### src/rtl/sac_pkg.sv
package sac_pkg;

    typedef enum logic [2:0] {
        ST_IDLE   = 3'd0,
        ST_READ   = 3'd1,
        ST_TURN   = 3'd2,
        ST_WSETUP = 3'd3,
        ST_WPULSE = 3'd4,
        ST_WHOLD  = 3'd5
    } sac_state_e;

    function automatic int imax(input int a, input int b);
        return (a > b) ? a : b;
    endfunction

endpackage

### src/rtl/sac_timer.sv
module sac_timer #(
    parameter int W = 3
) (
    input  logic         clk,
    input  logic         rst_n,
    input  logic         load,
    input  logic [W-1:0] load_val,
    output logic         expired
);

    logic [W-1:0] cnt_d, cnt_q;

    always_comb begin
        cnt_d = cnt_q;
        if (load) begin
            cnt_d = load_val;
        end else if (cnt_q != '0) begin
            cnt_d = cnt_q - 1'b1;
        end
    end

    always_ff @(posedge clk or negedge rst_n) begin
        if (!rst_n) cnt_q <= '0;
        else        cnt_q <= cnt_d;
    end

    assign expired = (cnt_q == '0);

endmodule

### src/rtl/sac_rd_capture.sv
module sac_rd_capture #(
    parameter int DW = 8
) (
    input  logic          clk,
    input  logic          rst_n,
    input  logic          cap,
    input  logic [DW-1:0] din,
    output logic [DW-1:0] dout,
    output logic          valid
);

    typedef struct packed {
        logic [DW-1:0] data;
        logic          vld;
    } cap_t;

    cap_t cap_d, cap_q;

    always_comb begin
        cap_d     = cap_q;
        cap_d.vld = cap;
        if (cap) cap_d.data = din;
    end

    always_ff @(posedge clk or negedge rst_n) begin
        if (!rst_n) cap_q <= '{data: '0, vld: 1'b0};
        else        cap_q <= cap_d;
    end

    assign dout  = cap_q.data;
    assign valid = cap_q.vld;

endmodule

### src/rtl/sram_async_ctrl.sv
module sram_async_ctrl
    import sac_pkg::*;
#(
    parameter int ADDR_W = 15,
    parameter int DATA_W = 8,
    parameter int CLK_NS = 10,
    parameter int ACC_NS = 70,
    parameter int WS_CYC = 1,
    parameter int WP_CYC = 6,
    parameter int WH_CYC = 1,
    parameter int TA_CYC = 1
) (
    input  logic              clk,
    input  logic              rst_n,
    input  logic              host_valid,
    output logic              host_ready,
    input  logic              host_write,
    input  logic [ADDR_W-1:0] host_addr,
    input  logic [DATA_W-1:0] host_wdata,
    output logic              host_rvalid,
    output logic [DATA_W-1:0] host_rdata,
    output logic              mem_cs_n,
    output logic              mem_wr_n,
    output logic              mem_rd_n,
    output logic [ADDR_W-1:0] mem_addr,
    output logic [DATA_W-1:0] mem_dq_o,
    input  logic [DATA_W-1:0] mem_dq_i,
    output logic              mem_dq_oe
);

    // Read wait rounded up to whole clock cycles
    localparam int RD_CYC = (ACC_NS + CLK_NS - 1) / CLK_NS;
    localparam int MAX_C  = imax(imax(RD_CYC, WS_CYC), imax(imax(WP_CYC, WH_CYC), TA_CYC));
    localparam int TW     = $clog2(MAX_C + 1) + 1;

    typedef struct packed {
        sac_state_e        st;
        logic [ADDR_W-1:0] addr;
        logic [DATA_W-1:0] wdata;
        logic              last_rd;
        logic              cs_n;
        logic              wr_n;
        logic              rd_n;
        logic              dq_oe;
    } ctrl_t;

    ctrl_t          ctrl_d, ctrl_q;
    logic           t_load;
    logic [TW-1:0]  t_val;
    logic           t_exp;
    logic           cap_now;

    sac_timer #(.W(TW)) u_timer (
        .clk      (clk),
        .rst_n    (rst_n),
        .load     (t_load),
        .load_val (t_val),
        .expired  (t_exp)
    );

    sac_rd_capture #(.DW(DATA_W)) u_cap (
        .clk   (clk),
        .rst_n (rst_n),
        .cap   (cap_now),
        .din   (mem_dq_i),
        .dout  (host_rdata),
        .valid (host_rvalid)
    );

    always_comb begin
        ctrl_d  = ctrl_q;
        t_load  = 1'b0;
        t_val   = '0;
        cap_now = 1'b0;
        unique case (ctrl_q.st)
            ST_IDLE: begin
                if (host_valid) begin
                    ctrl_d.addr  = host_addr;
                    ctrl_d.wdata = host_wdata;
                    t_load       = 1'b1;
                    if (host_write) begin
                        ctrl_d.last_rd = 1'b0;
                        if (ctrl_q.last_rd) begin
                            ctrl_d.st = ST_TURN;
                            t_val     = TW'(TA_CYC - 1);
                        end else begin
                            ctrl_d.st    = ST_WSETUP;
                            t_val        = TW'(WS_CYC - 1);
                            ctrl_d.cs_n  = 1'b0;
                            ctrl_d.dq_oe = 1'b1;
                        end
                    end else begin
                        ctrl_d.st      = ST_READ;
                        t_val          = TW'(RD_CYC - 1);
                        ctrl_d.last_rd = 1'b1;
                        ctrl_d.cs_n    = 1'b0;
                        ctrl_d.rd_n    = 1'b0;
                    end
                end
            end
            ST_READ: begin
                if (t_exp) begin
                    cap_now     = 1'b1;
                    ctrl_d.st   = ST_IDLE;
                    ctrl_d.cs_n = 1'b1;
                    ctrl_d.rd_n = 1'b1;
                end
            end
            ST_TURN: begin
                if (t_exp) begin
                    ctrl_d.st    = ST_WSETUP;
                    t_load       = 1'b1;
                    t_val        = TW'(WS_CYC - 1);
                    ctrl_d.cs_n  = 1'b0;
                    ctrl_d.dq_oe = 1'b1;
                end
            end
            ST_WSETUP: begin
                if (t_exp) begin
                    ctrl_d.st   = ST_WPULSE;
                    t_load      = 1'b1;
                    t_val       = TW'(WP_CYC - 1);
                    ctrl_d.wr_n = 1'b0;
                end
            end
            ST_WPULSE: begin
                if (t_exp) begin
                    ctrl_d.st   = ST_WHOLD;
                    t_load      = 1'b1;
                    t_val       = TW'(WH_CYC - 1);
                    ctrl_d.wr_n = 1'b1;
                end
            end
            ST_WHOLD: begin
                if (t_exp) begin
                    ctrl_d.st    = ST_IDLE;
                    ctrl_d.cs_n  = 1'b1;
                    ctrl_d.dq_oe = 1'b0;
                end
            end
            default: begin
                ctrl_d.st    = ST_IDLE;
                ctrl_d.cs_n  = 1'b1;
                ctrl_d.wr_n  = 1'b1;
                ctrl_d.rd_n  = 1'b1;
                ctrl_d.dq_oe = 1'b0;
            end
        endcase
    end

    always_ff @(posedge clk or negedge rst_n) begin
        if (!rst_n) begin
            ctrl_q <= '{st: ST_IDLE, addr: '0, wdata: '0, last_rd: 1'b0,
                        cs_n: 1'b1, wr_n: 1'b1, rd_n: 1'b1, dq_oe: 1'b0};
        end else begin
            ctrl_q <= ctrl_d;
        end
    end

    assign host_ready = (ctrl_q.st == ST_IDLE);
    assign mem_cs_n   = ctrl_q.cs_n;
    assign mem_wr_n   = ctrl_q.wr_n;
    assign mem_rd_n   = ctrl_q.rd_n;
    assign mem_addr   = ctrl_q.addr;
    assign mem_dq_o   = ctrl_q.wdata;
    assign mem_dq_oe  = ctrl_q.dq_oe;

    // ---------------- checker state and assertions ----------------
    localparam int WLW = $clog2(WP_CYC + 2) + 1;
    localparam int ROW = $clog2(TA_CYC + 3) + 1;
    localparam logic [WLW-1:0] WL_MAX = '1;
    localparam logic [ROW-1:0] RO_MAX = '1;

    logic [WLW-1:0] wlow_d, wlow_q;   // cycles the write strobe has been low
    logic [ROW-1:0] rdoff_d, rdoff_q; // cycles the output enable has been high

    always_comb begin
        wlow_d  = mem_wr_n ? '0 : ((wlow_q == WL_MAX) ? wlow_q : wlow_q + 1'b1);
        rdoff_d = !mem_rd_n ? '0 : ((rdoff_q == RO_MAX) ? rdoff_q : rdoff_q + 1'b1);
    end

    always_ff @(posedge clk or negedge rst_n) begin
        if (!rst_n) begin
            wlow_q  <= '0;
            rdoff_q <= RO_MAX;
        end else begin
            wlow_q  <= wlow_d;
            rdoff_q <= rdoff_d;
        end
    end

    a_r1_idle_off: assert property (@(posedge clk) disable iff (!rst_n)
        host_ready |-> (mem_cs_n && mem_wr_n && mem_rd_n && !mem_dq_oe));

    a_r3_busy_after_accept: assert property (@(posedge clk) disable iff (!rst_n)
        (host_valid && host_ready) |=> !host_ready);

    a_r5_single_pulse: assert property (@(posedge clk) disable iff (!rst_n)
        host_rvalid |=> !host_rvalid);

    a_r5_after_read: assert property (@(posedge clk) disable iff (!rst_n)
        host_rvalid |-> (host_ready && mem_rd_n && !$past(mem_rd_n)));

    a_r6_min_pulse: assert property (@(posedge clk) disable iff (!rst_n)
        $rose(mem_wr_n) |-> (int'(wlow_q) >= WP_CYC));

    a_r7_strobe_first: assert property (@(posedge clk) disable iff (!rst_n)
        $rose(mem_wr_n) |-> (mem_dq_oe && !mem_cs_n && $stable(mem_addr) && $stable(mem_dq_o)));

    a_r8_no_fight: assert property (@(posedge clk) disable iff (!rst_n)
        mem_dq_oe |-> mem_rd_n);

    a_r8_no_overlap: assert property (@(posedge clk) disable iff (!rst_n)
        !(!mem_rd_n && !mem_wr_n));

    a_r9_turnaround: assert property (@(posedge clk) disable iff (!rst_n)
        $rose(mem_dq_oe) |-> (int'(rdoff_q) >= TA_CYC + 1));

endmodule

### config.mk
export PLATFORM = sky130hd
export DESIGN_NAME = sram_async_ctrl
export DESIGN_NICKNAME = d
export VERILOG_FILES = /design/src/rtl/sac_pkg.sv /design/src/rtl/sac_timer.sv /design/src/rtl/sac_rd_capture.sv /design/src/rtl/sram_async_ctrl.sv
export SDC_FILE = /design/constraint.sdc
export NUM_CORES = 1
export LEC_CHECK = 0
export ABC_AREA = 1
export BUFFER_PORTS_ARGS = -buffer_cell sky130_fd_sc_hd__buf_2
export CAP_MARGIN = 10
export CORE_ASPECT_RATIO = 0.6
export CORE_MARGIN = 5
export CORE_UTILIZATION = 55
export CTS_CLUSTER_DIAMETER = 120
export DETAILED_ROUTE_END_ITERATION = 10
export PLACE_DENSITY = 0.9
export SYNTH_ARGS = -nofsm -noshare
export SYNTH_HDL_FRONTEND = slang
export SYNTH_HIERARCHICAL = 1
export SYNTH_SLANG_ARGS = --single-unit
### constraint.sdc
create_clock -name clk -period 2.5 [get_ports clk]
set_input_delay 0.25 -clock clk [delete_from_list [all_inputs] [get_ports clk]]
set_output_delay 0.25 -clock clk [all_outputs]
set_load 0.02 [all_outputs]
---- Word-level counts from Yosys, hierarchy flattened ----
Cells that the tools add are included.
storage, ports and cells
  register bits ........................... 44
  bits of input ports ..................... 35
  output and inout bits ................... 37
  word-level logic and storage cells ...... 78
operators by class
  $add $sub $neg .......................... 1
  equality and inequality tests ........... 16
  mux-type cells .......................... 30
  bitwise logic cells ..................... 4
  reductions and logical operators ........ 16
operators with widths
  operator               number
  $mux W28               1
  $mux W3                7
  $ne A2 B2 Y1 const B   8
  $pmux W3 S5            1
  $mux W4                3
  $mux W1                10
  $reduce_and A5 Y1      2
  $pmux W1 S4            2
  $pmux W4 S2            1
  $reduce_or A4 Y1       2
  $eq A3 B2 Y1 const B   2
  $eq A3 B3 Y1 const B   2
  $pmux W1 S3            2
  $reduce_and A6 Y1      1
  $reduce_or A3 Y1       2
  $logic_not A4 Y1       1
  $mux W2                2
  $ne A2 B1 Y1 const B   2
  $not A1 Y1             4
  $reduce_and A4 Y1      1
  $reduce_bool A4 Y1     1
  $reduce_or A2 Y1       2
  $sub A4 B1 Y4 const B  1
  $eq A3 B1 Y1 const B   1
  other kinds (6)        6

---- Logic depth before layout (Yosys ltp) ----
  word-level depth ........................ 4
  mapped depth ............................ 12
  depth with buffers taken out ............ 11

---- By module ----
The synthesis kept the hierarchy.
by module, submodules not included
  module           times used  cells each  area each (µm²)  sequential area each (µm²)
  sram_async_ctrl  1           225         1725.4           779.5
  sac_rd_capture   1           35          330.3            225.2
  sac_timer        1           34          242.7            100.1

---- Worst setup path after synthesis ----
OpenSTA, ideal clock, no wires.
  path kind ............................... register to register
  from .................................... register u_timer.cnt_q[0]
  to ...................................... register u_timer.cnt_q[3]
  library setup time ...................... 116 ps
  arrival ................................. 1497 ps
  required time ........................... 2384 ps
  slack ................................... 886 ps
  cell stages (with the launch flop) ...... 13
  path buffers ............................ 1
  period minus slack after synthesis ...... 1614 ps
  cells stage by stage .................... dfrtp_1 -> inv_1 -> ha_1 -> nand2_1 -> inv_1 -> inv_1 -> buf_2 -> o21ai_2 -> inv_1 -> nand2_1 -> inv_1 -> nand2_1 -> nand2_1
on the way
  cells in the longest elaborated chain, start to end .. 4
  elaborated cells between the ends (all ways) .. 8
  classes of those cells .................. add/sub: 1; mux: 4; reduce/logical: 3
RTL lines
  element                                        line                                                                    text
  start, declared                                sac_timer.sv:11                                                         logic [W-1:0] cnt_d, cnt_q;
  start signal, assigned                         sac_timer.sv:24                                                         else cnt_q <= cnt_d;
  $logic_not A4 Y1 *                             sac_timer.sv:27                                                         assign expired = (cnt_q == '0);
  named net t_exp                                sram_async_ctrl.sv:50                                                   logic t_exp;
  $mux W1 *                                      sram_async_ctrl.sv:110, sram_async_ctrl.sv:119, sram_async_ctrl.sv:127
  $pmux W1 S2 *                                  sram_async_ctrl.sv:75                                                   unique case (ctrl_q.st)
  named net t_load                               sram_async_ctrl.sv:48                                                   logic t_load;
  $mux W4 or $reduce_bool A2 Y1 (tied branches)  -
The timed path passes the listed nets; every way through them passes the cells marked *. The select of a mux whose other input is x is not followed.
A chain may end at the register's enable or synchronous reset.

---- Worst setup path in the final report ----
  from .................................... register ctrl_q[30] (netlist name)
  to ...................................... register u_timer.cnt_q[3]
on the way
  cells in the longest elaborated chain, start to end .. 4
  elaborated cells between the ends (all ways) .. 9
  classes of those cells .................. eq/ne: 3; mux: 3; reduce/logical: 3
RTL lines
  element                                        line                    text
  start, declared                                sram_async_ctrl.sv:47   ctrl_t ctrl_d, ctrl_q;
  start signal, assigned                         sram_async_ctrl.sv:153  ctrl_q <= '{st: ST_IDLE, addr: '0, wdata: '0, last_rd: 1'b0,
  start signal, assigned                         sram_async_ctrl.sv:156  ctrl_q <= ctrl_d;
  $eq A3 B3 Y1 or $eq A3 B2 Y1 (tied branches)   sram_async_ctrl.sv:75
  $reduce_or A3 Y1 (no line)                     -
  $pmux W1 S2 *                                  sram_async_ctrl.sv:75
  named net t_load                               sram_async_ctrl.sv:48
  $mux W4 or $reduce_bool A2 Y1 (tied branches)  -
The timed path passes the listed nets; every way through them passes the cells marked *.

==> metrics.txt <==
# TYPE chip_impl_metric gauge
chip_impl_info{name="ys_top_cells_by_area",value="sky130_fd_sc_hd__dfrtp_1, sky130_fd_sc_hd__nand2_1, sky130_fd_sc_hd__buf_4"} 1
chip_impl_metric{name="placement.io_buffers",unit=""} 71
chip_impl_info{name="crit_path_frequent_cell",value="sky130_fd_sc_hd__nand2_1"} 1
chip_impl_metric{name="fin_worst_hold_slack",unit="ps"} 96.2
chip_impl_info{name="setup.worst_path.class",value="reg -> reg"} 1
chip_impl_metric{name="antenna-diode-count",unit=""} 0
chip_impl_metric{name="final_layout_size_suffix_gt1_frac",unit=""} 0.266
chip_impl_metric{name="worst_skew_pair.late_latency",unit="ps"} 300
chip_impl_metric{name="post_cts_hold_fix_bufs",unit=""} 0
chip_impl_metric{name="place_hpwl",unit="mm"} 3.45
chip_impl_metric{name="ioPinCount",unit=""} 72
chip_impl_info{name="min_path_type",value="in -> async"} 1
chip_impl_metric{name="die-width",unit="um"} 93.5
chip_impl_metric{name="pre_cts_slack",unit="ps"} 534
chip_impl_metric{name="net_count_of_the_finished_layout",unit=""} 377
chip_impl_metric{name="ir_drop",unit="uV"} 658
chip_impl_metric{name="core.rowCount",unit=""} 18
chip_impl_metric{name="worst-path-max-fanout",unit=""} 28
chip_impl_info{name="cts_tree",value="done"} 1
chip_impl_info{name="regToRegStartpoint",value="ctrl_q[30]$_DFFE_PN0P_"} 1
chip_impl_metric{name="max_cap_violations",unit=""} 0
chip_impl_metric{name="drt_pass1_iterations",unit=""} 4
chip_impl_metric{name="finClkSkew",unit="ps"} 6.22
chip_impl_metric{name="detail_route.iter0.violations",unit=""} 129
chip_impl_metric{name="slowest_delay",unit="ps"} 530
chip_impl_metric{name="fmaxAchievable",unit="GHz"} 0.500
chip_impl_info{name="critPathLaunch",value="ctrl_q[30]$_DFFE_PN0P_"} 1
chip_impl_info{name="cell_types_with_the_highest_counts_after_synthesis",value="sky130_fd_sc_hd__nand2_1, sky130_fd_sc_hd__dfrtp_1, sky130_fd_sc_hd__buf_4"} 1
chip_impl_metric{name="route.detailed.wl_per_inst",unit="um"} 11.7
chip_impl_info{name="worst_setup_end_kind",value="flip-flop"} 1
chip_impl_metric{name="slew_headroom",unit=""} 0.369
chip_impl_metric{name="residual_drc_count",unit=""} 0
chip_impl_info{name="timing.critical_path.cells",value="nor2_8, nand2_4, nor2_8, inv_6, o21ai_2, inv_1, nand2_1, inv_1, nand2_1, nand2_1"} 1
chip_impl_metric{name="grt_first_pass_wirelength",unit="mm"} 7.52
chip_impl_metric{name="timing.final.crit_share",unit=""} 0.800
chip_impl_metric{name="core_area",unit="mm^2"} 0.00408
chip_impl_metric{name="synth_top_cell_area_share",unit=""} 0.446
chip_impl_info{name="clock-root-buffer",value="sky130_fd_sc_hd__clkbuf_8"} 1
chip_impl_info{name="setup_repair_after_global_routing_missed_its_margin",value="no"} 1
chip_impl_metric{name="final_layout_setup_total_negative_slack",unit="ps"} 0
chip_impl_metric{name="num-fill-cells",unit=""} 347
chip_impl_metric{name="cts.repair.resized",unit=""} 0
chip_impl_metric{name="worst_ep_required_time",unit="ps"} 2690
chip_impl_metric{name="grt-ovfl-total",unit=""} 0
chip_impl_info{name="worstSetupStartpointType",value="flip-flop"} 1
chip_impl_info{name="regToRegEndpoint",value="u_timer/cnt_q[3]$_DFFE_PN0P_"} 1
chip_impl_metric{name="cts.clk_slew.worst_paths",unit="ps"} 90
chip_impl_metric{name="globalplace.congestion",unit=""} 0.947
chip_impl_metric{name="timing_max_transition_violations_final",unit=""} 0
chip_impl_metric{name="clk_path_buf_depth",unit=""} 2
chip_impl_metric{name="layout-area-overhead-vs-synth",unit="%"} 12.5
chip_impl_metric{name="die-area",unit="mm^2"} 0.00561
chip_impl_metric{name="worst_r2r_path_depth",unit=""} 10
chip_impl_metric{name="initial_core_util",unit=""} 0.564
chip_impl_metric{name="report.final.setup_viol",unit=""} 0
chip_impl_metric{name="pin_count_of_the_biggest_net_entering_global_routing",unit=""} 45
chip_impl_metric{name="synthesis.instances",unit=""} 294
chip_impl_metric{name="synth_enable_flop_cells",unit=""} 0
chip_impl_metric{name="timing.final.hold_violations",unit=""} 0
chip_impl_metric{name="ys_async_sr_fraction",unit=""} 1.00
chip_impl_info{name="post-synth-top-area-cell",value="sky130_fd_sc_hd__dfrtp_1"} 1
chip_impl_metric{name="post_cts.repair.setup_buffers",unit=""} 0
chip_impl_info{name="yosys.cell_count.top_type",value="sky130_fd_sc_hd__nand2_1"} 1
chip_impl_metric{name="yosys.cell_types.count",unit=""} 23
chip_impl_metric{name="ys_warn_count",unit=""} 6
chip_impl_metric{name="post_synthesis_cell_area",unit="mm^2"} 0.00230
chip_impl_metric{name="cts.htree.levels",unit=""} 2
chip_impl_info{name="outcome",value="finished, final reports clean"} 1
chip_impl_info{name="critical_path.endpoint",value="u_timer/cnt_q[3]$_DFFE_PN0P_"} 1
chip_impl_metric{name="max_slew.worst_pin.slew",unit="ps"} 947
chip_impl_info{name="postSynth.topFlopCell",value="sky130_fd_sc_hd__dfrtp_1"} 1
chip_impl_metric{name="leakage",unit="nW"} 1.54
chip_impl_metric{name="min_period",unit="ps"} 2000
chip_impl_metric{name="setup_slack_reg_to_reg",unit="ps"} 500
chip_impl_metric{name="postLayoutSetupSlackWorst",unit="ps"} 500
chip_impl_metric{name="power.density_cell_area",unit="mW/mm^2"} 1430
chip_impl_info{name="cpMaxStageDelayCell",value="sky130_fd_sc_hd__dfrtp_1"} 1
chip_impl_metric{name="synth_area_per_cell",unit="um^2"} 7.82
chip_impl_metric{name="synth_sequential_area_ratio",unit=""} 0.481
chip_impl_metric{name="wl",unit="mm"} 4.72
chip_impl_metric{name="tritoncts_num_sinks",unit=""} 44
chip_impl_metric{name="antenna_violating_nets_post_route",unit=""} 0
chip_impl_metric{name="synth-seq-cells",unit=""} 44
chip_impl_metric{name="cp.arrival",unit="ps"} 2190
chip_impl_metric{name="globalRouteTotalUtil",unit=""} 0.172
chip_impl_metric{name="initial_antenna_violation_count",unit=""} 0
chip_impl_metric{name="die_y",unit="um"} 60.1
chip_impl_metric{name="syn_nets",unit=""} 330
chip_impl_metric{name="numCtsBuffers",unit=""} 5
chip_impl_metric{name="vias_per_cell",unit=""} 4.72
chip_impl_metric{name="first_global_vias",unit=""} 1661
chip_impl_metric{name="vias",unit=""} 1899
chip_impl_metric{name="finalCoreUtilization",unit=""} 0.634
==> cell type report <==
class / count / area (um^2) / share of cell area
clock buffer: 5 / 68.8 / 0.0266
clock inverter: 3 / 46.3 / 0.0179
inverter: 25 / 98.8 / 0.0382
multi-input combinational: 194 / 836 / 0.323
sequential: 44 / 1100 / 0.427
tap: 60 / 75.1 / 0.0290
timing repair buffer: 71 / 355 / 0.137
==> critical path, delay by kind of cell (launching register included) <==
family	cells	cell delay (ps)
DFF	1	530
and+or+nand+nor	6	880
buffers and inverters	3	320
AOI/OAI and AO/OA	1	160
==> placed cells by master (no fill, tap or decap), drive strengths merged <==
cell	n
clkbuf	5
o21ai	11
bufinv	1
nand2	141
xnor2	1
nand4	1
a21oi	1
buf	71
conb	1
clkinvlp	1
dfstp	3
ha	1
nand3	20
dfrtp	41
nor2	17
inv	26
==> per-stage QoR <==
stage	instances	power [mW]	instance area (um^2)
2_1_floorplan	294	2.90	2300
3_3_place_gp	394	3.09	2470
3_5_place_dp	394	3.15	2470
4_1_cts	402	3.71	2580
5_1_grt	402	4.00	2580
6_report	402	3.69	2580
==> state kept, by name (all words and copies together) (netlist names) <==
signal         flops
mem_addr          15
mem_dq_o           8
u_cap/dout         8
ctrl_q             4
u_timer/cnt_q      4
mem_cs_n           1
mem_dq_oe          1
mem_rd_n           1
mem_wr_n           1
u_cap/valid        1
==> power by group <==
part / total, mW / internal (mW) / switching [mW]
sequential: 1.29 / 1.07 / 0.221
combinational: 1.85 / 0.596 / 1.25
clock: 0.550 / 0.301 / 0.249
total: 3.69 / 1.97 / 1.72
==> kinds of logic after synthesis <==
logic type,after synthesis,share of synthesized area
AO/OA/AOI/OAI,12,0.0278
AND/OR/NAND/NOR,179,0.325
XOR/XNOR,1,0.00381
adder cells (fa/ha/maj),1,0.00544
other,1,0.00163
flip-flops,44,0.481
buffers and inverters,56,0.156
==> metal layers <==
metal / wire [um] / track usage
met5: 0 / 0
met4: 27 / 0.0376
met3: 383 / 0.0516
met2: 2140 / 0.270
met1: 2170 / 0.237
==> worst min path at each step <==
stage                     slack, ps                        to
after floorplan                 -50    ctrl_q[28]$_DFFE_PN0P_
after global placement          440   mem_addr[4]$_DFFE_PN0P_
after detailed placement        450   mem_addr[5]$_DFFE_PN0P_
after CTS                       120   mem_dq_o[3]$_DFFE_PN0P_
after global routing            160  mem_addr[10]$_DFFE_PN0P_
final                           100   mem_addr[4]$_DFFE_PN0P_
Note: power is estimated with default switching activity, not from simulation.
